$ cat config.mk
export PLATFORM = sky130hd
export DESIGN_NAME = subalu_core
export DESIGN_NICKNAME = d
export VERILOG_FILES = /design/src/rtl/subalu_pkg.sv /design/src/rtl/subalu_decode.sv /design/src/rtl/subalu_addsub.sv /design/src/rtl/subalu_logic.sv /design/src/rtl/subalu_shift.sv /design/src/rtl/subalu_core.sv
export SDC_FILE = /design/constraint.sdc
export NUM_CORES = 1
export LEC_CHECK = 0
export ABC_AREA = 0
export BUFFER_PORTS_ARGS = -buffer_cell sky130_fd_sc_hd__buf_4
export CAP_MARGIN = 10
export CORE_MARGIN = 2
export CORE_UTILIZATION = 40
export DETAILED_ROUTE_END_ITERATION = 10
export GPL_TIMING_DRIVEN = 0
export PLACE_DENSITY = 0.76
export SETUP_SLACK_MARGIN = 0.4
export SLEW_MARGIN = 20
export SYNTH_ARGS = -nofsm -noshare
export SYNTH_HDL_FRONTEND = slang
export SYNTH_SLANG_ARGS = --single-unit
$ cat constraint.sdc
create_clock -name vclk -period 4.6
set_input_delay 0.23 -clock vclk [all_inputs]
set_output_delay 0.23 -clock vclk [all_outputs]
set_load 0.005 [all_outputs]
$ cat src/rtl/subalu_pkg.sv
package subalu_pkg;

  typedef enum logic [1:0] {
    SRC_ADDER = 2'd0,
    SRC_LOGIC = 2'd1,
    SRC_SHIFT = 2'd2
  } res_src_t;

  localparam logic [1:0] AS_ADD  = 2'b00;
  localparam logic [1:0] AS_ADDC = 2'b01;
  localparam logic [1:0] AS_SUB  = 2'b10;
  localparam logic [1:0] AS_SUBC = 2'b11;

  localparam logic [1:0] LG_AND = 2'b00;
  localparam logic [1:0] LG_OR  = 2'b01;
  localparam logic [1:0] LG_XOR = 2'b10;

  localparam logic [1:0] SH_LEFT  = 2'b00;
  localparam logic [1:0] SH_RIGHT = 2'b01;
  localparam logic [1:0] SH_ROTL  = 2'b10;
  localparam logic [1:0] SH_ROTR  = 2'b11;

endpackage

$ cat src/rtl/subalu_decode.sv
module subalu_decode
  import subalu_pkg::*;
(
  input  logic [3:0] sub_code,
  input  logic       shift_mode,
  output res_src_t   res_src,
  output logic [1:0] adder_sel,
  output logic [1:0] func_sel,
  output logic       use_imm,
  output logic       acc_we
);

  logic is_compare;

  always_comb begin
    is_compare = !shift_mode && (sub_code[2:0] == 3'b111);
    use_imm    = sub_code[3];
    func_sel   = sub_code[1:0];
    acc_we     = !is_compare;
    adder_sel  = sub_code[1:0];
    if (shift_mode) begin
      res_src = SRC_SHIFT;
    end else if (!sub_code[2] || is_compare) begin
      res_src = SRC_ADDER;
      if (is_compare) adder_sel = AS_SUB;
    end else begin
      res_src = SRC_LOGIC;
    end
  end

endmodule

$ cat src/rtl/subalu_addsub.sv
module subalu_addsub
  import subalu_pkg::*;
#(
  parameter int W = 8
) (
  input  logic [W-1:0] a,
  input  logic [W-1:0] b,
  input  logic [1:0]   sel,
  input  logic         cin,
  output logic [W-1:0] sum,
  output logic         cout
);

  localparam int WX = W + 1;

  logic         subtract;
  logic         cin_eff;
  logic [W-1:0] b_eff;
  logic [WX-1:0] total;

  always_comb begin
    subtract = sel[1];
    b_eff    = subtract ? ~b : b;
    unique case (sel)
      AS_ADD:  cin_eff = 1'b0;
      AS_ADDC: cin_eff = cin;
      AS_SUB:  cin_eff = 1'b1;
      default: cin_eff = cin;
    endcase
    total = {1'b0, a} + {1'b0, b_eff} + {{W{1'b0}}, cin_eff};
    sum   = total[W-1:0];
    cout  = total[W];
  end

endmodule

$ cat src/rtl/subalu_logic.sv
module subalu_logic
  import subalu_pkg::*;
#(
  parameter int W = 8
) (
  input  logic [W-1:0] a,
  input  logic [W-1:0] b,
  input  logic [1:0]   sel,
  output logic [W-1:0] y
);

  always_comb begin
    unique case (sel)
      LG_AND:  y = a & b;
      LG_OR:   y = a | b;
      LG_XOR:  y = a ^ b;
      default: y = a ^ b;
    endcase
  end

endmodule

$ cat src/rtl/subalu_shift.sv
module subalu_shift
  import subalu_pkg::*;
#(
  parameter int W = 8
) (
  input  logic [W-1:0] a,
  input  logic [1:0]   sel,
  input  logic         cin,
  output logic [W-1:0] y,
  output logic         cout
);

  logic fill;
  logic [W-1:0] left_y;
  logic [W-1:0] right_y;

  assign fill = sel[1] & cin;

  genvar g;
  generate
    for (g = 0; g < W; g++) begin : g_bits
      if (g == 0) begin : g_low
        assign left_y[g]  = fill;
        assign right_y[g] = a[g+1];
      end else if (g == W - 1) begin : g_high
        assign left_y[g]  = a[g-1];
        assign right_y[g] = fill;
      end else begin : g_mid
        assign left_y[g]  = a[g-1];
        assign right_y[g] = a[g+1];
      end
    end
  endgenerate

  always_comb begin
    if (sel[0]) begin
      y    = right_y;
      cout = a[0];
    end else begin
      y    = left_y;
      cout = a[W-1];
    end
  end

endmodule

$ cat src/rtl/subalu_core.sv
module subalu_core
  import subalu_pkg::*;
#(
  parameter int W = 8
) (
  input  logic [W-1:0] acc,
  input  logic [W-1:0] mem_data,
  input  logic [W-1:0] imm_data,
  input  logic         carry_in,
  input  logic [3:0]   sub_code,
  input  logic         shift_mode,
  output logic [W-1:0] result,
  output logic         acc_we,
  output logic         carry_out,
  output logic         zero_out,
  output logic         neg_out
);

  res_src_t     res_src;
  logic [1:0]   adder_sel;
  logic [1:0]   func_sel;
  logic         use_imm;
  logic [W-1:0] operand;
  logic [W-1:0] adder_y;
  logic         adder_c;
  logic [W-1:0] logic_y;
  logic [W-1:0] shift_y;
  logic         shift_c;

  subalu_decode u_dec (
    .sub_code  (sub_code),
    .shift_mode(shift_mode),
    .res_src   (res_src),
    .adder_sel (adder_sel),
    .func_sel  (func_sel),
    .use_imm   (use_imm),
    .acc_we    (acc_we)
  );

  assign operand = use_imm ? imm_data : mem_data;

  subalu_addsub #(.W(W)) u_add (
    .a   (acc),
    .b   (operand),
    .sel (adder_sel),
    .cin (carry_in),
    .sum (adder_y),
    .cout(adder_c)
  );

  subalu_logic #(.W(W)) u_log (
    .a  (acc),
    .b  (operand),
    .sel(func_sel),
    .y  (logic_y)
  );

  subalu_shift #(.W(W)) u_shf (
    .a   (acc),
    .sel (func_sel),
    .cin (carry_in),
    .y   (shift_y),
    .cout(shift_c)
  );

  always_comb begin
    unique case (res_src)
      SRC_ADDER: begin
        result    = adder_y;
        carry_out = adder_c;
      end
      SRC_SHIFT: begin
        result    = shift_y;
        carry_out = shift_c;
      end
      default: begin
        result    = logic_y;
        carry_out = carry_in;
      end
    endcase
    zero_out = (result == '0);
    neg_out  = result[W-1];
  end

endmodule

==> reports/results.ini <==
[worst_setup_path]
crit_top_cell=buf_4
slowest_stage=fa_1
worstSetupPathType=in -> out
worstPathArrival_ns=3.62
cpPeakStageDelay_ns=0.43
worstSetupEndpointType=primary output
path_max_fanout=10
cp_cell_sequence=buf_4, buf_4, buf_2, buf_2, nand2_1, a22o_1, fa_1, fa_1, a211oi_1, or3_1, nand3_1, a31o_1, or4_4, nor4_2, buf_4
worstPathRequired_ns=4.37
start_kind=input port

[detailed_routing]
wl_met1_um=1644
ant_nets=0
via_per_inst=5.308
drc=0
routed_wl_um=3401
wl_per_cell_um=13.08
first_pass_iters=4
top_layer=met4
drt_iter0_drc=42
vias=1380
wl_met2_um=1616
met3_wirelength_um=123

[floorplanning]
chipHeight_um=60.74
rows=20
start_util_pct=42.17
die_area_mm2=0.003689
io_pins=42
die_w_um=60.74
core-area_mm2=0.003053

[power_and_ir_drop]
ir_worst_vdd_uv=51.43
p_int_uw=103.4
combPwrFrac_pct=100.0
p_sw_uw=110.6
p_per_area_mw_per_mm2=130.5
p_leak_nw=0.8305
p_seq_share_pct=0
p_sw_share_pct=51.67
clkPwrFrac_pct=0

[sta]
slew_headroom_pct=69.76
rsz0062_at_grt=no
finalMaxSlewViolations=0
fin_tns_setup_ns=0
tightest_slew_ns=0.4501
finalSetupViolCount=0
fmax_mhz=260.0
min_period_ns=3.847
post-route-period-util_pct=83.63
finalHoldViolCount=0
fin_ws_ns=0.7532

[final_layout]
seq_cells=0
nets=274
syn2layout_area_growth_pct=27.31
nClkBuffers=0
final_common_cell=buf_4
ff_latch_area_um2=0
nFillCells=329
final_cell_mix=buf_4 (43), ha_1 (24), inv_1 (19), nand2_1 (16)
drive_gt1_share_pct=25.00
fin_area_mm2=0.001639
diodes=0

[synth]
synth_cells=177
yosysUniqueCellTypes=44
yosys_warnings=0
avgSynthCellArea_um2=7.274
ys_seq_area_share_pct=0
synthesis.nets=233
syn_area_mm2=0.001287

[hold_path]
holdCritPathClass=in -> out
min_path_cells=4
worstHoldEndpoint=carry_out
hp-start=carry_in

[place]
portBuffers=39
detailed_place.area_mm2=0.001635
detailed_place_hpwl_um=2752
place_ws_ns=0.3690
gp_congestion=0.8785

[global_routing]
grt_pass1_wl_um=5658
grt_pass1_vias=1247
grt.overflow.total=0
antenna_found_initial=0
grt_max_degree=11
grt_usage_pct=19.55

[clocking]
cts_hold_buffers=0

[run]
maxCapViolations=0

[run_status]
status=finished clean

==> cells in the mapped netlist (all sizes together) (4+ instances only) <==
library cell  instances  share of area, %
xnor2                 8               5.4
a21oi                12               4.7
a211oi                6               3.5
buf                   7               4.0
nand3                 4               1.6
nand2                16               4.7
ha                   24                23
o211ai                5               2.9
mux2i                11               8.6
o21ai                12               4.7
nor2                 11               3.2
inv                  19               5.5
==> final cells by class <==
type / count / area [um2] / share of cell area (%)
multi-input combinational: 147 / 1141 / 69.62
timing repair buffer: 39 / 292.8 / 17.86
buffer: 11 / 78.83 / 4.809
inverter: 19 / 71.32 / 4.351
tap: 44 / 55.05 / 3.359
==> kinds of logic (layout without fill, tap and decap cells) <==
family / count (synthesis) / count (layout) / share of synthesized area [%]
xor gates and xnor gates: 11 / 11 / 7.484
buffers and inverters: 30 / 69 / 11.37
AOI/OAI and AO/OA: 51 / 51 / 26.14
muxes: 12 / 12 / 9.427
and+or+nand+nor: 47 / 47 / 19.15
adders and majority gates: 26 / 26 / 26.43
==> through the flow <==
stage               power, mW  hold slack, ns  utilization, %  std cells
finish                 0.2140          0.8429           53.69        260
global route           0.2407          0.9178           53.69        260
CTS                    0.2128          0.8466           53.61        260
detailed placement     0.2113          0.8488           53.57        260
global placement       0.2093          0.8444           53.57        260
floorplan              0.1361          0.6067               -        177
==> timing repair <==
action,in CTS,in global routing
gates resized for setup,1,4
endpoints found under the setup margin,1,1
buffers inserted,0,0
==> how the worst max path moves through the flow <==
stage | startpoint | slack, ns | endpoint
after floorplan | sub_code[1] | 1.05 | zero_out
after global placement | sub_code[1] | 0.38 | zero_out
after detailed placement | sub_code[1] | 0.37 | zero_out
after CTS | sub_code[3] | 0.62 | zero_out
after global routing | sub_code[0] | 0.56 | zero_out
final | sub_code[0] | 0.75 | zero_out
==> worst max-delay path: cells and delay by family <==
| kind | cells | cell delay (ns) |
|---|---|---|
| simple gates | 5 | 0.89 |
| buf+inv | 5 | 0.86 |
| fa+ha+maj | 2 | 0.85 |
| compound gates | 3 | 0.78 |
==> power by group through the flow <==
stage / clock, mW / sequential, mW / combinational (mW)
finish: 0 / 0 / 0.214
detailed placement: 0 / 0 / 0.211
global placement: 0 / 0 / 0.209
global route: 0 / 0 / 0.241
CTS: 0 / 0 / 0.213
floorplan: 0 / 0 / 0.136
==> routing by layer <==
| metal | up-vias | global-route usage, % |
|---|---|---|
| li1 | 712 | - |
| met1 | 629 | 27.56 |
| met2 | 35 | 34.72 |
| met3 | 4 | 0.4264 |
| met4 | 0 | 1.553 |
| met5 | - | 0 |
No activity file was read; power rests on OpenSTA's default activity.
